### config.mk
export PLATFORM = sky130hd
export DESIGN_NAME = serial_phase_seq
export DESIGN_NICKNAME = d
export VERILOG_FILES = /design/src/rtl/seq_pkg.sv /design/src/rtl/wrap_ctr.sv /design/src/rtl/ext_ctr.sv /design/src/rtl/serial_phase_seq.sv
export SDC_FILE = /design/constraint.sdc
export NUM_CORES = 1
export LEC_CHECK = 0
export BUFFER_PORTS_ARGS = -buffer_cell sky130_fd_sc_hd__buf_2
export CAP_MARGIN = 25
export CORE_ASPECT_RATIO = 1.25
export CORE_MARGIN = 5
export CORE_UTILIZATION = 30
export DETAILED_ROUTE_END_ITERATION = 6
export MAX_ROUTING_LAYER = met4
export PLACE_DENSITY = 0.51
export RECOVER_POWER = 50
export SYNTH_ARGS = -nofsm -noshare
export SYNTH_HDL_FRONTEND = slang
export SYNTH_SLANG_ARGS = --single-unit
### constraint.sdc
create_clock -name clk -period 1.9 [get_ports clk]
set_input_delay 0.095 -clock clk [delete_from_list [all_inputs] [get_ports clk]]
set_output_delay 0.095 -clock clk [all_outputs]
set_load 0.03 [all_outputs]
### src/rtl/seq_pkg.sv
// Package: shared helpers for the bit-serial timing sequencer.
// Assumes: counter moduli are at least 1.
package seq_pkg;

    // Width of an index that counts 0..n-1, at least one bit
    function automatic int unsigned idx_w(input int unsigned n);
        return (n <= 2) ? 1 : $clog2(n);
    endfunction

    // Conventional role of each clock in a four-clock bit slot
    typedef enum logic [1:0] {
        SLOT_READ    = 2'd0,
        SLOT_COMPUTE = 2'd1,
        SLOT_SHIFT   = 2'd2,
        SLOT_WRITE   = 2'd3
    } slot_role_e;

endpackage

### src/rtl/wrap_ctr.sv
// Module: wrap_ctr
// A modulo-MOD counter that advances when adv is high. It flags its
// terminal value so that the next level can chain on it.
// Assumes: MOD >= 2; reset is synchronous and active low.
module wrap_ctr
    import seq_pkg::*;
#(
    parameter int unsigned MOD = 4
) (
    input  logic                      clk,
    input  logic                      rst_n,
    input  logic                      adv,
    output logic [idx_w(MOD)-1:0]     cnt,
    output logic                      at_last
);
    localparam int unsigned W = idx_w(MOD);
    localparam logic [W-1:0] LAST = W'(MOD - 1);

    // Purpose: count 0..MOD-1 and wrap on an advance at the terminal value
    always_ff @(posedge clk) begin
        if (!rst_n)
            cnt <= '0;
        else if (adv)
            cnt <= (cnt == LAST) ? '0 : cnt + 1'b1;
    end

    // Purpose: terminal-value flag for the chained level
    always_comb at_last = (cnt == LAST);


    cnt_range_chk: assert property (@(posedge clk) disable iff (!rst_n)
        cnt <= LAST);

endmodule

### src/rtl/ext_ctr.sv
// Module: ext_ctr
// Holds the number of extra basic cycles still owed by the current
// instruction. It decides whether a basic-cycle boundary ends the
// instruction.
// Assumes: cyc_end is high for one clock at the last clock of each
// basic cycle; the request counts only when no extension is running.
module ext_ctr #(
    parameter int unsigned EXT_W = 4
) (
    input  logic             clk,
    input  logic             rst_n,
    input  logic             cyc_end,
    input  logic             mc_req,
    input  logic [EXT_W-1:0] mc_cycles,
    output logic             ext_busy,
    output logic             instr_end
);
    logic [EXT_W-1:0] remain;
    logic             take_req;

    // Purpose: a real request appears on the final clock of an unextended instruction
    always_comb take_req = cyc_end && (remain == '0) && mc_req && (mc_cycles != '0);

    // Purpose: load the extension on an accepted request, count it down per basic cycle
    always_ff @(posedge clk) begin
        if (!rst_n)
            remain <= '0;
        else if (take_req)
            remain <= mc_cycles;
        else if (cyc_end && remain != '0)
            remain <= remain - 1'b1;
    end

    // Purpose: end the instruction on a boundary that owes no further cycles
    always_comb begin
        ext_busy  = (remain != '0);
        instr_end = cyc_end && !take_req && (remain <= EXT_W'(1));
    end


    ext_start_chk: assert property (@(posedge clk) disable iff (!rst_n)
        (cyc_end && !ext_busy && mc_req && mc_cycles != '0) |=> ext_busy);


    no_end_mid_ext_chk: assert property (@(posedge clk) disable iff (!rst_n)
        (ext_busy && !cyc_end) |=> !($past(ext_busy) && !ext_busy && !$past(instr_end)));

endmodule

### src/rtl/serial_phase_seq.sv
// Module: serial_phase_seq
// Timing generator for a bit-serial processor. It chains three counters
// (clock inside a bit slot, bit inside a phase, phase inside a basic
// cycle) and an extension counter that stretches an instruction by
// whole basic cycles.
// Assumes: synchronous active-low reset; mc_req and mc_cycles are
// synchronous to clk.
module serial_phase_seq
    import seq_pkg::*;
#(
    parameter int unsigned CLKS_PER_BIT   = 4,
    parameter int unsigned BITS_PER_PHASE = 14,
    parameter int unsigned PHASES         = 3,
    parameter int unsigned EXT_W          = 4
) (
    input  logic                              clk,
    input  logic                              rst_n,
    input  logic                              mc_req,
    input  logic [EXT_W-1:0]                  mc_cycles,
    output logic [idx_w(CLKS_PER_BIT)-1:0]    sub_idx,
    output logic                              bit_stb,
    output logic [idx_w(BITS_PER_PHASE)-1:0]  bit_idx,
    output logic                              phase_stb,
    output logic [idx_w(PHASES)-1:0]          phase_idx,
    output logic                              instr_end,
    output logic                              ext_busy
);
    localparam int unsigned SW = idx_w(CLKS_PER_BIT);
    localparam int unsigned BW = idx_w(BITS_PER_PHASE);
    localparam int unsigned PW = idx_w(PHASES);
    localparam logic [SW-1:0] SUB_LAST   = SW'(CLKS_PER_BIT - 1);
    localparam logic [BW-1:0] BIT_LAST   = BW'(BITS_PER_PHASE - 1);
    localparam logic [PW-1:0] PHASE_LAST = PW'(PHASES - 1);

    logic slot_last, bit_last, phase_last;
    logic bit_adv, phase_adv, cyc_end;
    logic run_q;

    // Purpose: sub-cycle counter, always advancing
    wrap_ctr #(.MOD(CLKS_PER_BIT)) u_slot (
        .clk(clk), .rst_n(rst_n), .adv(1'b1),
        .cnt(sub_idx), .at_last(slot_last)
    );

    // Purpose: advance conditions for the chained counters
    always_comb begin
        bit_adv   = slot_last;
        phase_adv = slot_last && bit_last;
        cyc_end   = phase_adv && phase_last;
    end

    // Purpose: bit counter, advancing once per slot
    wrap_ctr #(.MOD(BITS_PER_PHASE)) u_bit (
        .clk(clk), .rst_n(rst_n), .adv(bit_adv),
        .cnt(bit_idx), .at_last(bit_last)
    );

    // Purpose: phase counter, advancing once per phase
    wrap_ctr #(.MOD(PHASES)) u_phase (
        .clk(clk), .rst_n(rst_n), .adv(phase_adv),
        .cnt(phase_idx), .at_last(phase_last)
    );

    // Purpose: extension bookkeeping and end-of-instruction decision
    ext_ctr #(.EXT_W(EXT_W)) u_ext (
        .clk(clk), .rst_n(rst_n), .cyc_end(cyc_end),
        .mc_req(mc_req), .mc_cycles(mc_cycles),
        .ext_busy(ext_busy), .instr_end(instr_end)
    );

    // Purpose: start-of-slot and start-of-phase strobes
    always_comb begin
        bit_stb   = (sub_idx == '0);
        phase_stb = bit_stb && (bit_idx == '0);
    end

    // Purpose: marks clocks whose previous edge was outside reset
    always_ff @(posedge clk) run_q <= rst_n;


    sub_step_chk: assert property (@(posedge clk) disable iff (!rst_n)
        (run_q && $past(sub_idx) != SUB_LAST) |-> sub_idx == $past(sub_idx) + 1'b1);


    bit_hold_chk: assert property (@(posedge clk) disable iff (!rst_n)
        (run_q && $past(sub_idx) != SUB_LAST) |-> bit_idx == $past(bit_idx));


    phase_stb_pos_chk: assert property (@(posedge clk) disable iff (!rst_n)
        phase_stb |-> (sub_idx == '0 && bit_idx == '0 && bit_stb));


    end_pos_chk: assert property (@(posedge clk) disable iff (!rst_n)
        instr_end |-> (sub_idx == SUB_LAST && bit_idx == BIT_LAST && phase_idx == PHASE_LAST));

endmodule

==> metrics, run 1 <==
HP Class in2reg; drt total wl 1.54 mm; crit end category primary output; setup bufs post-CTS 0; Num CTS Buffers 3; fmax 586 MHz; Hold Slack 157 ps; Syn. warnings 0; Routed WL per cell 11.9 um; layout net count 110; Hold Buf Count CTS 0; # clock sinks 12; post-CTS sizing 0; starting DRC count in detailed routing 14; slew margin rel. 74.4%; Reg clk slew, reported paths 80 ps; proportion of synthesized chip area in sequential cells 34.9%; Std-Cell Rows 19; IO Pins 19; placer congestion estimate 0.772; die width 52.8 um; Cells after Synth 77; first-pass GRT wire length 2.65 mm; final setup TNS 0 ps; Power Dens Cells 671 nW/um2; P_leak 0.341 nW; Final Max Tran Viols 0; worst path cell trace inv_1 -> ha_1 -> or3b_1 -> buf_2; WP buf/inv 2; die area 3360 um2; diode count 0; FFs w/ async S/R, synth 0%; Max Cap Viol 0; Worst path slowest cell or3b_1; GRT Overall Usage 10.6%; vias 629; Yosys reg bits 12; mean post-synth cell area 8.94 um2; Initial Util 31.5%; Clock Tree Buf Depth 2; fill count 247; Routed Antenna Nets 0; Layout area overhead 22.7%; Crit path largest cell delay 460 ps; Post-synth top flop dfxtp_1; largest net degree at the start of global routing 13; RSZ-0062 raised after global routing no; VDD IR max 0.358 mV; vias in the first global route 619; Clock Tree Root clkbuf_4; Core ar. 2190 um2; total gr overflow 0; Slew @ Worst Pin 380 ps; Cell Area, Synth 688 um2; Tmin final 1710 ps; final setup fails 0; layout cells sized above 1 21.4%; syn nets 88; critical path's top delay family simple AND/OR/NAND/NOR gates; clk_lat worst skew 270 ps; H-tree depth 1; Netlist cell types 32; drc violations 0; TritonCTS clock tree built; startpoint types flip-flop; vias per cell 4.88; status finished, final reports clean; Port Buffers 18; critical-path maximum fanout 6; Req. time, crit path 1800 ps; Initial DRT Pass Iterations 4; Tcrit/Tclk final 89.9%; critical path class reg2out; Worst Path Arrival 1610 ps; initial antenna violation count 0; EDFF count, synth 0; Layout Utilization 38.6%; Final Hold Viols 0; die height 63.5 um; Worst Skew 5.11 ps; placed wire-length estimate 1.20 mm
==> where the power goes <==
group          internal (mW)  switching [mW]  total [mW]
Combinational         0.0343          0.0650      0.0992
Clock                  0.116          0.0838       0.200
Sequential             0.259         0.00882       0.268
Total                  0.409           0.158       0.567
==> cells by family after synthesis <==
logic type | count (synthesis) | share of synthesized area [%]
buffers and inverters | 7 | 5.09
xor gates and xnor gates | 1 | 1.27
adders and majority gates | 4 | 7.27
muxes | 3 | 4.36
DFF | 12 | 34.9
AOI/OAI and AO/OA | 14 | 16.2
and+or+nand+nor | 36 | 30.9
==> flip-flops by register name, indices dropped and copies added (netlist names) <==
register and cells:
u_slot.cnt 2, u_bit.cnt 4, u_phase.cnt 2, u_ext.remain 4
==> final cells by class <==
cell class              count  area (um2)  share of cell area [%]
clock buffers               4        36.3                    4.30
repair buffers             20        95.1                    11.3
flip-flops and latches     12         240                    28.4
inverters                   4        15.0                    1.78
multi-input cells          58         419                    49.6
well taps                  31        38.8                    4.59
==> routing by layer <==
metal	GRT usage, %	up-vias	part of all wire, %
met2	16.3	16	48
met4	4.79	0	0.97
met3	2.59	2	6.3
met5	-	-	0
met1	12.7	291	44
li1	-	320	-
==> stage by stage <==
| stage | total power, mW | instances | setup slack (ps) | instance area, um2 |
|---|---|---|---|---|
| finish | 0.567 | 129 | 193 | 845 |
| global route | 0.597 | 129 | 49.6 | 845 |
| CTS | 0.581 | 129 | 176 | 855 |
| detailed placement | 0.376 | 125 | 216 | 818 |
| global placement | 0.373 | 125 | 276 | 818 |
| floorplan | 0.340 | 77 | 7.00 | 694 |
==> synthesized netlist by cell type, drive strengths merged, types with 2 or more instances <==
cell type  count  area share, %
a21boi         2            2.2
a21oi          5            3.6
and2           2            1.8
and3b          2            2.5
buf            2            2.4
dfxtp         12             35
ha             4            7.3
inv            4            2.2
mux2i          3            4.4
nand2          8            4.4
nand3          3            2.2
nor2           3            1.6
nor2b          4            3.6
nor3           3            2.9
nor3b          3            3.3
nor4           3            2.7
o221a          2            3.3
==> final timing paths <==
kind,start,end,slack [ps],depth (start not counted)
setup reg to reg,u_ext.remain[0],u_ext.remain[1],210,6
setup / recovery,u_ext.remain[0],ext_busy,190,4
hold reg to reg,u_slot.cnt[0],u_slot.cnt[0],480,1
hold / removal,rst_n,u_ext.remain[0],160,2
==> cells in the final DEF (no fill, tap or decap), drive strengths merged, types with 2 or more instances in the layout <==
| cell | instances |
|---|---|
| dfxtp | 12 |
| buf | 12 |
| clkbuf | 12 |
| nand2 | 8 |
| a21oi | 5 |
| inv | 4 |
| nor2b | 4 |
| ha | 4 |
| mux2i | 3 |
| nand3 | 3 |
| nor3b | 3 |
| nor2 | 3 |
| nor4 | 3 |
| nor3 | 3 |
| and3b | 2 |
| a21boi | 2 |
| and2 | 2 |
| o221a | 2 |
Note: power is estimated with default switching activity, not from simulation.
==> run 2, diff against run 1 <==
- CORE_ASPECT_RATIO: 1.25 -> not set
- CORE_UTILIZATION: 30 -> 49
- PLACE_DENSITY: 0.51 -> 0.76
==> run 2 against run 1 <==
  * Cell count decreased by 13%
  * Sequential share of layout area increased by 0.87 points
  * Core utilization increased by 24 points
  * Routed wire length increased by 1.0%
  * Die area decreased by 33%
  * Maximum frequency about the same
  * Count of clock-buffer cells in the layout unchanged
  * Clock power about the same
  * First-iteration DRC count decreased by 29%
  * Critical path depth unchanged
  * Sequential power about the same
  * Critical endpoint unchanged
  * Highest routed layer unchanged
==> metrics, run 2 (synthesis gave the netlist of run 1 again) <==
Slew @ Worst Pin 398 ps; largest net degree at the start of global routing 13; final setup fails 0; Initial DRT Pass Iterations 4; vias in the first global route 613; VDD IR max 0.490 mV; Hold Buf Count CTS 0; non-filler cells in the finished layout 112; die area 2250 um2; P_leak 0.337 nW; placed wire-length estimate 1.19 mm; Clock Tree Buf Depth 2; HP Class in2reg; Worst Path Arrival 1610 ps; vias per cell 5.72; Crit path largest cell delay 460 ps; RSZ-0062 raised after global routing no; Max Cap Viol 0; first-pass GRT wire length 2.64 mm; drc violations 0; Placed Cells 108; final worst slack 193 ps; commonest non-fill, non-tap cell in the layout dfxtp_1; cells on worst reg2reg path 6; Routed Antenna Nets 0; crit end category primary output; IO Pins 19; fmax 586 MHz; Final Max Tran Viols 0; pre-CTS setup slack 235 ps; layout cells sized above 1 21.6%; Power Dens Cells 690 nW/um2; Design Power 565 uW; initial antenna violation count 0; Top Registers u_bit.cnt (4), u_ext.remain (4); H-tree depth 1; Port Buffers 18; die height 47.5 um; Final Hold Viols 0; TritonCTS clock tree built; GRT Overall Usage 17.7%; Req. time, crit path 1800 ps; total gr overflow 0; slew margin rel. 73.2%; die width 47.5 um; diode count 0; Routed WL per cell 13.9 um; Initial Util 52.2%; Num CTS Buffers 3; # clock sinks 12; drt total wl 1.56 mm; placer congestion estimate 0.877; Reg clk slew, reported paths 80 ps; layout net count 109; critical path class reg2out; Tcrit/Tclk final 89.9%; vias 641; commonest cells after routing, fill and taps aside dfxtp_1, buf_2, clkbuf_1; starting DRC count in detailed routing 10; Tmin final 1710 ps; Layout area overhead 19.1%; Worst Skew 7.33 ps; status finished, final reports clean; startpoint types flip-flop; Core ar. 1320 um2; Worst path slowest cell or3b_1; hold path cells 2; critical-path maximum fanout 6; worst path cell trace inv_1 -> ha_1 -> or3b_1 -> buf_2; Std-Cell Rows 13; clk_lat worst skew 270 ps; final setup TNS 0 ps; Clock Tree Root clkbuf_4
## run 2: changes by cell type in the layout (fill, tap and decap cells not counted), sizes merged
cell | previous run | this run
buf | 12 | 11
## run 2: final cells by class
| cell class | count | area (um2) |
|---|---|---|
| Multi-Input combinational cell | 58 | 422 |
| Inverter | 4 | 15.0 |
| Fill cell | 114 | 498 |
| Clock buffer | 4 | 36.3 |
| Tap cell | 15 | 18.8 |
| Timing Repair Buffer | 19 | 87.6 |
| Sequential cell | 12 | 240 |
## run 2: where the power goes
| part | leakage, nW | total (mW) | internal (mW) | switching (mW) |
|---|---|---|---|---|
| combinational | 0.218 | 0.0963 | 0.0334 | 0.0629 |
| sequential | 0.0972 | 0.268 | 0.259 | 0.00906 |
| clock | 0.0210 | 0.201 | 0.117 | 0.0845 |
## run 2: path summary, 6_finish.rpt
kind	slack, ps	endpoint	start
max	190	ext_busy	u_ext.remain[0]
min	140	u_ext.remain[0]	rst_n
max reg2reg	220	u_ext.remain[1]	u_ext.remain[0]
min reg2reg	480	u_slot.cnt[0]	u_slot.cnt[0]
## run 2: critical path: cells and delay by family, from the launching register on
kind / cells / cell delay, ps
adder cells (fa/ha/maj): 1 / 240
buffers and inverters: 2 / 310
flip-flops: 1 / 330
AND/OR/NAND/NOR: 1 / 460
## run 2: repair_timing
action | in CTS | in global routing
resized for setup | 0 | 1
endpoints found under the setup margin | 0 | 1
buffers inserted | 0 | 0
## run 2: layer usage
| layer | up-vias | GRT usage, % | routed length, um |
|---|---|---|---|
| met1 | 297 | 19.0 | 668 |
| met4 | 0 | 9.39 | 19 |
| li1 | 321 | - | - |
| met3 | 4 | 5.64 | 111 |
| met5 | - | - | 0 |
| met2 | 19 | 28.9 | 754 |
## run 2: stage by stage
step	instance area (um2)	hold slack (ps)	util [%]
CTS	827	142	62.8
floorplan	694	251	-
global placement	791	438	60.0
finish	820	142	62.2
global route	820	140	62.2
detailed placement	791	440	60.0
==> run 3, diff against run 2 <==
- CELL_PAD_IN_SITES_DETAIL_PLACEMENT: not set -> 0
- CELL_PAD_IN_SITES_GLOBAL_PLACEMENT: not set -> 1
- CORE_ASPECT_RATIO: not set -> 1.25
- CORE_UTILIZATION: 49 -> 36
- PLACE_DENSITY: 0.76 -> 0.75
==> run 3 against run 2 <==
  * Non-clock buffer count stayed put
  * Total power down 0.69%
  * Maximum frequency decreased by 0.18%
  * Sequential share of layout area is essentially flat
  * Routed wire length decreased by 4.6%
  * Core utilization down 16 points
  * Largest power group unchanged
==> metrics, run 3 (synthesis gave the netlist of run 1 again) <==
Max Cap Viol 0; VDD IR max 0.364 mV; placer congestion estimate 0.849; Final Max Tran Viols 0; Worst Path Arrival 1620 ps; Reg clk slew, reported paths 70 ps; P_leak 0.333 nW; Hold Slack 158 ps; commonest non-fill, non-tap cell in the layout dfxtp_1; cells on worst reg2reg path 6; # clock sinks 12; setup bufs post-CTS 0; H-tree depth 1; Initial Util 38.5%; Tcrit/Tclk final 90.0%; die height 58.9 um; RSZ-0062 raised after global routing no; Clock Tree Buf Depth 2; Layout area overhead 19.3%; final setup fails 0; hold_sp rst_n; die width 49.1 um; vias 648; startpoint types flip-flop; final setup TNS 0 ps; placed wire-length estimate 1.12 mm; drt total wl 1.48 mm; TritonCTS clock tree built; Layout Utilization 45.9%; largest net degree at the start of global routing 13; Worst R2R Start u_ext.remain[0]; Core ar. 1790 um2; total gr overflow 0; initial antenna violation count 0; Top Registers u_bit.cnt (4), u_ext.remain (4); critical path class reg2out; critical-path maximum fanout 6; reg2reg setup slack 200 ps; Tmin final 1710 ps; Num CTS Buffers 3; vias per cell 5.59; starting DRC count in detailed routing 7; drc violations 0; vias in the first global route 599; Hold Path End u_ext.remain[0]; clk_lat worst skew 270 ps; status finished, final reports clean; Routed Antenna Nets 0; diode count 0; Placed Cells 112; Std-Cell Rows 17; crit end category primary output; HP Class in2reg; Placed Area 796 um2; fill count 196; first-pass GRT wire length 2.44 mm; FF-to-FF End u_ext.remain[1]; die area 2890 um2; fmax 585 MHz; layout net count 109; Routed WL per cell 12.8 um; IO Pins 19; Power Dens Cells 684 nW/um2; Slew @ Worst Pin 401 ps; Initial DRT Pass Iterations 4; Req. time, crit path 1800 ps; GRT Overall Usage 10.9%; Clock Tree Root clkbuf_4; hold path cells 2; commonest cells after routing, fill and taps aside dfxtp_1, buf_2, clkbuf_1; final instance area 821 um2; non-filler cells in the finished layout 116; Port Buffers 18; Final Hold Viols 0; Worst Skew 3.75 ps; slew margin rel. 73.0%; layout cells sized above 1 20.6%
[run 3: changes by cell type in the layout (fill, tap and decap cells not counted), sizes merged]
cell	delta
buf	-1
clkbuf	+1
[run 3: layer usage]
metal / wire (um) / part of all wire, % / vias to the layer above / track usage [%]
li1: - / - / 320 / -
met1: 639 / 43 / 309 / 11.1
met2: 709 / 48 / 15 / 18.0
met3: 102 / 6.9 / 4 / 3.29
met4: 31 / 2.1 / 0 / 6.92
met5: 0 / 0 / - / -
[run 3: cell type report]
cell class,count,area (um2),share of cell area (%)
Multi-Input combinational cell,58,422,51.4
Sequential cell,12,240,29.3
Clock buffer,4,36.3,4.42
Inverter,4,15.0,1.83
Tap cell,19,23.8,2.90
Timing Repair Buffer,19,83.8,10.2
[run 3: metrics by stage]
stage                     setup slack, ps  power (mW)
after floorplan                      7.00       0.340
after global placement                279       0.372
after detailed placement              212       0.373
after CTS                             118       0.576
after global routing                 81.5       0.592
final                                 190       0.561
[run 3: worst max-delay path by stage]
stage                    startpoint         endpoint  slack [ps]  cells after the start
detailed placement  u_ext.remain[0]  u_ext.remain[1]         210                      6
global placement    u_ext.remain[0]  u_ext.remain[1]         280                      6
CTS                   u_slot.cnt[0]        instr_end         120                      5
floorplan             u_slot.cnt[0]        instr_end           7                      5
finish              u_ext.remain[0]         ext_busy         190                      4
global route          u_slot.cnt[0]        instr_end          80                      5
[run 3: what timing repair did]
action	4_1_cts	5_1_grt
gates resized for setup	0	1
hold buffers	0	0
setup endpoints to repair	0	1
[run 3: power by group]
part | internal [mW] | switching (mW)
clock network | 0.116 | 0.0825
registers | 0.259 | 0.00874
logic | 0.0323 | 0.0626
total | 0.408 | 0.154
[run 3: critical path, stage by stage, from the launching register on]
cell     delay, ps
dfxtp_1        330
inv_1          100
ha_1           250
or3b_1         460
buf_2          220
